===== src/rtl/dac_if_pkg.sv =====
package dac_if_pkg;
   typedef enum logic {
      MODE_SINGLE = 1'b0,
      MODE_DUAL   = 1'b1
   } if_mode_e;

   localparam int unsigned NUM_PORTS = 2;
endpackage


===== src/rtl/dac_clk_div.sv =====
module dac_clk_div #(
   parameter int unsigned SYNC_STAGES = 2
) (
   input  logic clk,
   input  logic rst_async,
   output logic rst_q,
   output logic div_clk,
   output logic cap_pulse
);
   localparam int unsigned MSB = SYNC_STAGES - 1;

   if (SYNC_STAGES < 2) begin : g_bad_stages
      $error("dac_clk_div: SYNC_STAGES must be at least 2");
   end

   logic [SYNC_STAGES-1:0] sync_sr;

   always_ff @(posedge clk or posedge rst_async) begin
      if (rst_async) sync_sr <= '1;
      else           sync_sr <= {sync_sr[MSB-1:0], 1'b0};
   end

   assign rst_q = sync_sr[MSB];

   always_ff @(posedge clk or posedge rst_async) begin
      if (rst_async)  div_clk <= 1'b1;
      else if (rst_q) div_clk <= 1'b1;
      else            div_clk <= ~div_clk;
   end

   // the slow clock rises on this edge
   assign cap_pulse = ~rst_q & ~div_clk;
endmodule


===== src/rtl/dac_in_latch.sv =====
module dac_in_latch #(
   parameter int unsigned DATA_W = 10,
   parameter int unsigned PORTS  = 2
) (
   input  logic                         clk,
   input  logic                         rst_async,
   input  logic [PORTS-1:0][DATA_W-1:0] din,
   input  logic [PORTS-1:0]             load,
   output logic [PORTS-1:0][DATA_W-1:0] q
);
   for (genvar p = 0; p < PORTS; p++) begin : g_port
      always_ff @(posedge clk or posedge rst_async) begin
         if (rst_async)    q[p] <= '0;
         else if (load[p]) q[p] <= din[p];
      end
   end
endmodule


===== src/rtl/dac_code_reg.sv =====
module dac_code_reg
   import dac_if_pkg::*;
#(
   parameter int unsigned DATA_W = 10,
   parameter int unsigned PORTS  = 2
) (
   input  logic                         clk,
   input  logic                         rst_async,
   input  logic                         rst_q,
   input  if_mode_e                     mode,
   input  logic                         cap_pulse,
   input  logic                         div_clk,
   input  logic                         sel,
   input  logic [DATA_W-1:0]            first_in,
   input  logic [PORTS-1:0][DATA_W-1:0] latched,
   output logic [DATA_W-1:0]            code,
   output logic                         vld
);
   logic primed;
   logic sel_q;

   always_ff @(posedge clk or posedge rst_async) begin
      if (rst_async) begin
         code   <= '0;
         vld    <= 1'b0;
         primed <= 1'b0;
         sel_q  <= 1'b0;
      end else if (rst_q) begin
         code   <= '0;
         vld    <= 1'b0;
         primed <= 1'b0;
         sel_q  <= 1'b0;
      end else if (mode == MODE_DUAL) begin
         if (cap_pulse) begin
            code   <= first_in;
            vld    <= 1'b1;
            primed <= 1'b1;
         end else if (primed && div_clk) begin
            code <= latched[1];
            vld  <= 1'b1;
         end else begin
            vld <= 1'b0;
         end
      end else begin
         if (cap_pulse) begin
            code   <= latched[sel_q];
            vld    <= primed;
            primed <= 1'b1;
            sel_q  <= sel;
         end else begin
            vld <= 1'b0;
         end
      end
   end
endmodule


===== src/rtl/dac_interleave_if.sv =====
module dac_interleave_if
   import dac_if_pkg::*;
#(
   parameter int unsigned DATA_W      = 10,
   parameter int unsigned SYNC_STAGES = 2
) (
   input  logic              clk,
   input  logic              sync_rst,
   input  logic              il_mode,
   input  logic              port_sel,
   input  logic [DATA_W-1:0] port_a,
   input  logic [DATA_W-1:0] port_b,
   output logic [DATA_W-1:0] dac_code,
   output logic              code_vld,
   output logic              sync_out
);
   localparam int unsigned PORTS = NUM_PORTS;

   if (DATA_W < 1 || DATA_W > 32) begin : g_bad_width
      $error("dac_interleave_if: DATA_W out of range");
   end

   logic                         rst_q;
   logic                         cap_pulse;
   logic [PORTS-1:0]             load;
   logic [PORTS-1:0][DATA_W-1:0] din;
   logic [PORTS-1:0][DATA_W-1:0] latched;
   if_mode_e                     mode;

   assign mode   = if_mode_e'(il_mode);
   assign din[0] = port_a;
   assign din[1] = port_b;

   for (genvar p = 0; p < PORTS; p++) begin : g_load
      assign load[p] = cap_pulse &
                       ((mode == MODE_DUAL) || (port_sel == p[0]));
   end

   dac_clk_div #(.SYNC_STAGES(SYNC_STAGES)) u_div (
      .clk       (clk),
      .rst_async (sync_rst),
      .rst_q     (rst_q),
      .div_clk   (sync_out),
      .cap_pulse (cap_pulse)
   );

   dac_in_latch #(.DATA_W(DATA_W), .PORTS(PORTS)) u_latch (
      .clk       (clk),
      .rst_async (sync_rst),
      .din       (din),
      .load      (load),
      .q         (latched)
   );

   dac_code_reg #(.DATA_W(DATA_W), .PORTS(PORTS)) u_code (
      .clk       (clk),
      .rst_async (sync_rst),
      .rst_q     (rst_q),
      .mode      (mode),
      .cap_pulse (cap_pulse),
      .div_clk   (sync_out),
      .sel       (port_sel),
      .first_in  (port_a),
      .latched   (latched),
      .code      (dac_code),
      .vld       (code_vld)
   );
endmodule


===== config.mk =====
export PLATFORM = sky130hd
export DESIGN_NAME = dac_interleave_if
export DESIGN_NICKNAME = d
export VERILOG_FILES = /design/src/rtl/dac_if_pkg.sv /design/src/rtl/dac_clk_div.sv /design/src/rtl/dac_in_latch.sv /design/src/rtl/dac_code_reg.sv /design/src/rtl/dac_interleave_if.sv
export SDC_FILE = /design/constraint.sdc
export NUM_CORES = 1
export LEC_CHECK = 0
export ABC_AREA = 1
export BUFFER_PORTS_ARGS = -buffer_cell sky130_fd_sc_hd__buf_2
export CELL_PAD_IN_SITES_DETAIL_PLACEMENT = 2
export CELL_PAD_IN_SITES_GLOBAL_PLACEMENT = 2
export CORE_AREA = 2 2 64 96
export DETAILED_ROUTE_END_ITERATION = 10
export DIE_AREA = 0 0 66 98
export PLACE_DENSITY = 0.91
export SLEW_MARGIN = 10
export SYNTH_ARGS = -nofsm -noshare
export SYNTH_HDL_FRONTEND = slang
export SYNTH_SLANG_ARGS = --single-unit

===== constraint.sdc =====
create_clock -name clk -period 3.55 [get_ports clk]
set_input_delay 0.71 -clock clk [delete_from_list [all_inputs] [get_ports clk]]
set_output_delay 0.71 -clock clk [all_outputs]
set_load 0.02 [all_outputs]

==> key figures <==
Floorplan
  – Num ports: 36
  – Starting Density: 0.3051
  – Die ar.: 0.006468 mm2
  – Die Ht: 98 um
  – FP Rows: 34
  – Horiz. Die Dim: ~66 um
  – CORE AREA: between 0.005 and 0.006 mm2

Timing
  – TNS Setup: 0 ps
  – Hold Vio Cnt, Final: 0
  – Unrepaired setup endpoints after global routing: no
  – Clock Skews: 7.627 ps
  – Actual slew at the worst max-slew pin: around 740 ps
  – Max Clk Rate: 0.5181 GHz
  – Tmin final: 1930 ps
  – Max-Slew Margin vs Limit: 0.5049
  – Setup WS post-layout: 1620 ps
  – Worst Hold Margin: ~360 ps
  – Final Setup Violations: 0
  – Slew Limit Fails: 0
  – Period utilization: 0.5437

Routing
  – Post-detailed-route count of antenna-violating nets: 0
  – Routed vias/inst: 4.708
  – DR pass1 iterations: 3
  – DRC: 0
  – Routed vias: 1610
  – Routed WL per cell: 15.17 um
  – DR iter-0 viols: 17
  – Final WL: 5188 um

Synthesis
  – EDFF count, synth: 0
  – Post-synthesis sequential area ratio: 0.5201
  – Post-Syn Instances: 237
  – Yosys warnings: 0
  – Syn_area_per_cell: 7.338 um2
  – Mux cell area share after synthesis: 0
  – Synth top area share: 0.4748
  – Most frequent cell after synthesis: nand2_1
  – Synthesized Nets: 261
  – Post-synth ARST share: 1.000
  – Top FF cell, synth: dfrtp_1
  – Synth area leader: dfrtp_1
  – Synth Area in XOR/XNOR: 0
  – Most common library cells after synthesis: 95 x nand2_1, 33 x dfrtp_1, 31 x nor2_1, 23 x inv_1
  – Yosys cell types: 19
  – Adder-cell share of the synthesized area: 0
  – Synth Area in Compound Gates: 0.07626
  – Main combinational cell family by area after synthesis: simple AND/OR/NAND/NOR gates
  – Synthesized area: about 0.0017 mm2
  – Leading post-synthesis cells by cell area: dfrtp_1 47%, nand2_1 21%, nor2_1 6.7%, inv_1 5.0%, dfstp_2 4.5%
  – Post-synthesis sequential element count: 36
  – Simple-gate share of the synthesized area: 0.3079

Power and ir drop
  – Total power: 1.064 mW
  – Worst vdd ir: 0.2616 mV
  – Pwr/cell area: ~520 mW/mm2
  – Pleak: 1.137 nW

Finish
  – Share of cells above drive strength 1: 0.1963
  – Register Area: 904.6 um2
  – Fillers: 728
  – Area Overhead vs Synth: 18.35%
  – Non-Filler Instances: 342
  – Area of the multi-input gates: 675.6 um2
  – Post-route cell area: 0.002058 mm2
  – Final Core Density: 0.3611
  – Final layout net count: 293
  – Antenna fix cells: 0

Clock network
  – H-tree level count: 2
  – CTS tree: built
  – Clock Latency Late Sink: 290 ps
  – # clock sinks: 36
  – Hold_buf cts: 0
  – Clock tree buffer depth: 2
  – Reg clk slew, reported paths: 70 ps
  – Post-CTS Setup Bufs: 0
  – CTS root buf: clkbuf_8
  – Num CTS Buffers: 5
  – PostCTS Resize Cnt: 0

Worst setup path
  – Cell family with most CP delay: simple AND/OR/NAND/NOR gates
  – Reg2reg start: u_div.sync_sr[1]
  – Slowest cell on crit path: nand2_1
  – Worst setup EP type: register
  – CP peak stage delay: 430 ps
  – Worst EP required: 3690 ps
  – Arrival time worst endpoint: 2070 ps
  – Max Fanout on Critical Path: 20
  – CP Buf/Inv Count: 1
  – Register-to-Register Setup Slack: 1620 ps
  – Setup crit start kind: register
  – Critical path type: reg2reg
  – FF-to-FF path depth: 5
  – Worst R2R End: u_latch.q[7]
  – Cells along the critical path: nor2_1 -> buf_4 -> nand2_1 -> nand2_1 -> o21ai_0
  – Most used cell, CP: nand2_1

Hold path
  – Worst hold stages: 0
  – Worst hold-check path type: reg2reg
  – Worst hold start: u_div.sync_sr[0]
  – WHS Endpoint: u_div.sync_sr[1]

Global route
  – GRT overflow: 0
  – First-pass GRT wire length: 8790 um
  – Antenna violations before repair: 0
  – Met1 Track Usage GR: 0.2120
  – Met2 usage: 0.3108
  – Global routing's busiest layer: met2
  – Largest net degree at the start of global routing: 37
  – GRT Overall Usage: 0.1791
  – Met3 GRT Util: 0.03571
  – Vias in the first global route: 1771

Place
  – Worst slack at placement: 1163 ps
  – GPL Wtd Cong: 0.7459
  – Placed Cells: approximately 330
  – Detailed placement HPWL: 3594 um
  – Placed cell areas: ~0.0020 mm2
  – Number of buffers added on ports: 35

Status
  – Status: completed

Job
  – Maxcap violations: 0
-- power breakdown --
group	internal, mW	total, mW	switching [mW]
clock	0.177	0.326	0.149
sequential	0.475	0.509	0.0336
combinational	0.0775	0.230	0.152
total	0.730	1.06	0.334
-- state kept, by name, indices dropped and copies added, names as in the netlist --
signal         count
u_latch.q         20
u_code.vld         1
u_code.primed      1
u_div.sync_sr      2
u_div.div_clk      1
u_code.sel_q       1
u_code.code       10
-- final cells by class --
class	instances	share of cell area
sequential	36	0.4395
inverter	24	0.04377
clock buffer	8	0.04863
tap	72	0.04377
multi-input combinational	164	0.3283
timing repair buffer	38	0.09605
-- layer usage --
layer,vias up,part of all wire
met5,-,0
met3,11,0.025
met1,797,0.41
met2,27,0.54
met4,0,0.023
li1,775,-
-- placed cells by master (no fill, tap or decap), types with 3 or more instances in the layout --
cell      count
o21ai_0       6
inv_1        23
nand3_1      10
dfstp_2       3
buf_4         3
nor2_1       31
nand2_1      95
a21oi_1      10
o21ai_1       5
buf_2        35
clkbuf_8      7
dfrtp_1      33
-- cells by family after synthesis --
group	count (synthesis)
buf+inv	37
compound gates	25
simple gates	138
flops	36
other cells	1
-- worst max path at each step --
stage                           from              to  slack [ps]  cells past startpoint
detailed placement           il_mode   u_latch.q[17]        1160                      3
floorplan                   sync_rst  u_code.code[0]        2040                      1
global route                 il_mode    u_latch.q[5]        1440                      5
global placement             il_mode   u_latch.q[11]        1230                      3
finish              u_div.sync_sr[1]    u_latch.q[7]        1620                      5
CTS                          il_mode   u_latch.q[17]        1470                      3
Power figures use the tool's default switching activity.
